==> src/rtl/latched_ram_pkg.sv <==
package latched_ram_pkg;
  localparam int unsigned DEF_ADDR_W = 4;
  localparam int unsigned DEF_DATA_W = 4;

  function automatic int unsigned word_count(input int unsigned aw);
    return 32'd1 << aw;
  endfunction
endpackage

==> src/rtl/addr_hold.sv <==
module addr_hold #(
  parameter int unsigned ADDR_W = 4
) (
  input  logic              clk,
  input  logic              rst,
  input  logic              ld,
  input  logic [ADDR_W-1:0] d,
  output logic [ADDR_W-1:0] q
);
  always_ff @(posedge clk) begin
    if (rst)     q <= '0;
    else if (ld) q <= d;
  end


  addr_hold_chk: assert property (@(posedge clk) disable iff (rst)
    !ld |=> $stable(q));

  addr_load_chk: assert property (@(posedge clk) disable iff (rst)
    (!rst && ld) |=> (q == $past(d)));
endmodule

==> src/rtl/word_store.sv <==
module word_store #(
  parameter int unsigned ADDR_W = 4,
  parameter int unsigned DATA_W = 4
) (
  input  logic              clk,
  input  logic              rst,
  input  logic [ADDR_W-1:0] addr,
  input  logic              we,
  input  logic [DATA_W-1:0] din,
  input  logic              re,
  output logic [DATA_W-1:0] dout
);
  localparam int unsigned DEPTH = latched_ram_pkg::word_count(ADDR_W);

  logic [DATA_W-1:0] mem [DEPTH];

  // array without reset so it maps onto block RAM
  always_ff @(posedge clk) begin
    if (we) mem[addr] <= din;
  end

  // read-first registered output with enable and synchronous reset
  always_ff @(posedge clk) begin
    if (rst)     dout <= '0;
    else if (re) dout <= mem[addr];
  end


  out_hold_chk: assert property (@(posedge clk) disable iff (rst)
    !re |=> $stable(dout));

  out_reset_chk: assert property (@(posedge clk)
    rst |=> (dout == '0));
endmodule

==> src/rtl/latched_ram.sv <==
module latched_ram #(
  parameter int unsigned ADDR_W = latched_ram_pkg::DEF_ADDR_W,
  parameter int unsigned DATA_W = latched_ram_pkg::DEF_DATA_W
) (
  input  logic              clk,
  input  logic              rst,
  input  logic [ADDR_W-1:0] addr_in,
  input  logic              addr_ld,
  input  logic              wr_en,
  input  logic [DATA_W-1:0] wr_data,
  input  logic              lookup,
  input  logic              rd_en,
  output logic [DATA_W-1:0] rd_data
);
  logic [ADDR_W-1:0] held_addr;
  logic              rd_fire;

  assign rd_fire = lookup & rd_en;

  addr_hold #(.ADDR_W(ADDR_W)) u_addr (
    .clk(clk), .rst(rst), .ld(addr_ld), .d(addr_in), .q(held_addr)
  );

  word_store #(.ADDR_W(ADDR_W), .DATA_W(DATA_W)) u_store (
    .clk(clk), .rst(rst), .addr(held_addr), .we(wr_en), .din(wr_data),
    .re(rd_fire), .dout(rd_data)
  );


  addr_reset_chk: assert property (@(posedge clk)
    rst |=> (held_addr == '0));

  port_hold_chk: assert property (@(posedge clk) disable iff (rst)
    !(lookup && rd_en) |=> $stable(rd_data));
endmodule

==> config.mk <==
export PLATFORM = sky130hd
export DESIGN_NAME = latched_ram
export DESIGN_NICKNAME = d
export VERILOG_FILES = /design/src/rtl/latched_ram_pkg.sv /design/src/rtl/addr_hold.sv /design/src/rtl/word_store.sv /design/src/rtl/latched_ram.sv
export SDC_FILE = /design/constraint.sdc
export NUM_CORES = 1
export LEC_CHECK = 0
export BUFFER_PORTS_ARGS = -buffer_cell sky130_fd_sc_hd__buf_2
export CAP_MARGIN = 20
export CORE_AREA = 2 2 94 96
export CTS_CLUSTER_SIZE = 20
export DETAILED_ROUTE_END_ITERATION = 6
export DIE_AREA = 0 0 96 98
export HOLD_SLACK_MARGIN = 0.08
export PLACE_DENSITY_LB_ADDON = 0.1
export SYNTH_ARGS = -nofsm -noshare
export SYNTH_HDL_FRONTEND = slang
export SYNTH_SLANG_ARGS = --single-unit
export TNS_END_PERCENT = 50
==> constraint.sdc <==
create_clock -name clk -period 2.5 [get_ports clk]
set_input_delay 0.25 -clock clk [delete_from_list [all_inputs] [get_ports clk]]
set_output_delay 0.25 -clock clk [all_outputs]
set_load 0.05 [all_outputs]
==> results.yml <==
run_status:
  outcome: "finished, final reports clean"
critical_path:
  critPathCaptureType: "flop"
  crit_fanout: 13
  critPathSlowestCell: "or3b_2"
  cp_cell_sequence: "or3b_2 > nor3_1"
  slowest_delay_ps: 580
  required_ps: 2480
  path_class: "flop to flop"
  start_kind: "flop"
  arrival_ps: 1820
sta:
  clock.fmax_mhz: 542
  finClkSkew_ps: 7.23
  worst_pin_slew_ps: 694
  setup_tns_ps: 0
  rsz0062_at_grt: "false"
  hold_violations: 0
  period_share: 0.738
  setup_violations: 0
  relSlewSlack: 0.536
  period_minus_slack_ps: 1840
  finalMaxSlewViolations: 0
drt:
  wl_per_cell_microns: 18.4
  met1_length_mm: 2.80
  wl_mm: 5.75
  ant_nets: 0
  drtPass1Iterations: 4
  drt-vias-per-instance: 4.98
  dr_total_vias: 1553
  top_layer: "met4"
  wl_met3_microns: 324
  route.met2.wl_mm: 2.54
  drt_iter0_markers: 104
  drc: 0
layout:
  diodes: 0
  syn_to_final_growth_pct: 13.2
  seqCellArea_sq_um: 2080
  stdcell_count: 312
  fin_nets: 213
  drive_above_1_share: 0.186
  multi_input_area_sq_um: 736
  n_fill_cell: 786
clock_tree:
  hold_buffers: 0
  htreeDepth: 3
  post_cts_resize_count: 0
  cts-root-buf: "clkbuf_8"
  tritoncts: "yes"
  cts_buffers: 9
  postCtsSetupBuffers: 0
  cts_num_sinks: 72
  cts.clk_slew.worst_paths_ps: 80
  clk_latency_ps: 340
  cts_buffer_depth: 2
run:
  cap_viol_max_count: 0
yosys:
  synth_most_common_cell: "edfxtp_1"
  ys_warn_count: 0
  netlist_instances: 181
  netlist_area_sq_um: 2890
  synthTopCellsByCount: "edfxtp_1, mux2i_1, nor2_1"
  ys_seq_area_frac: 0.720
  yosys-top-cells-area: "edfxtp_1, mux2i_1, dfxtp_1"
  synth_top_area_frac: 0.665
  yosys_most_used_dff: "edfxtp_1"
  synth_edf_count: 64
  synth_cell_types: 24
  postSynthNetCount: 195
  synth_top_cell_by_area: "edfxtp_1"
  async_flop_share: 0
  ys_ff_latch: 72
  syn_area_per_cell_sq_um: 16.0
power:
  clkPwrFrac: 0.399
  switchingPower_uw: 549
  ir_worst_vdd_mv: 0.226
  power.internal_mw: 1.95
  p_comb_frac: 0.061
  power_frac_seq: 0.540
  leakagePower_nw: 1.05
  switching_share: 0.220
  p_per_area_nw_per_um2: 763
placement:
  place_congestion: 0.848
  portBuffers: 17
  dp_cells: 296
  hpwl_mm: 3.93
die:
  start_util: 0.341
  placementRows: 34
  die_x_microns: 96
  core_sq_um: 8470
  dieArea_sq_um: 9410
  fp.dieH_microns: 98
  io_pins: 18
global_routing:
  grt_max_degree: 22
  grtUsageTotal: 0.133
  grt_pass1_vias: 1601
  grt_overflow: 0
  antenna_found_initial: 0
  grt_first_pass_wirelength_mm: 9.06
min_path:
  min_path_type: "input port to flop"
kinds of logic after synthesis:
group	after synthesis	synth area share
flip-flops	72	0.720
AND/OR/NAND/NOR	45	0.0740
multiplexers	32	0.132
AO/OA/AOI/OAI	20	0.0485
buffers and inverters	12	0.0251
per-layer routing:
layer,up-vias,track usage
li1,740,-
met3,6,0.0347
met4,0,0.0747
met5,-,0
met1,759,0.188
met2,48,0.185
worst max-delay path, delay by kind of cell, from the launching register on:
family	cells	cell delay, ps
and+or+nand+nor	2	1040
DFF	1	450
final timing paths:
kind | start | end | slack, ps | cells after the start
max reg2reg | u_addr.q[3] | u_store.mem[0][0] | 660 | 2
max | u_addr.q[3] | u_store.mem[0][0] | 660 | 2
min reg2reg | u_store.dout[3] | u_store.dout[3] | 500 | 2
min | addr_in[0] | u_addr.q[0] | 150 | 3
power groups by stage:
stage | Combinational [mW] | Clock (mW) | Sequential (mW)
floorplan | 0.0984 | 0 | 1.38
global placement | 0.157 | 0 | 1.38
detailed placement | 0.156 | 0 | 1.38
CTS | 0.157 | 1.02 | 1.35
global route | 0.168 | 1.06 | 1.35
finish | 0.153 | 0.996 | 1.35
cell usage in the layout (no fill, tap or decap), types with 5 or more instances in the layout:
cell type,netlist,final
o22ai_1,8,8
nor2_1,24,24
nand2_1,5,5
mux2i_1,28,28
clkbuf_8,0,9
edfxtp_1,64,64
dfxtp_1,8,8
buf_2,1,17
sequential cells by signal, indices dropped and copies added, names as in the netlist:
signal	cells
u_addr.q	4
u_store.mem	64
u_store.dout	4
per-stage QoR:
step | cell area (sq um) | hold slack (ps) | worst slack [ps] | utilization | power [mW]
6_report | 3270 | 152 | 655 | 0.387 | 2.50
3_3_place_gp | 3050 | 485 | 635 | 0.361 | 1.53
4_1_cts | 3270 | 146 | 648 | 0.387 | 2.52
5_1_grt | 3270 | 158 | 499 | 0.387 | 2.58
3_5_place_dp | 3050 | 494 | 660 | 0.361 | 1.53
2_1_floorplan | 2890 | 349 | 710 | - | 1.48
area by class of cell:
type,instances,area share
timing repair buffer,19,0.0306
clock inverter,7,0.0294
tap,108,0.0413
multi-input combinational,97,0.225
sequential,72,0.636
clock buffer,9,0.0378
No activity file was read; power rests on OpenSTA's default activity.
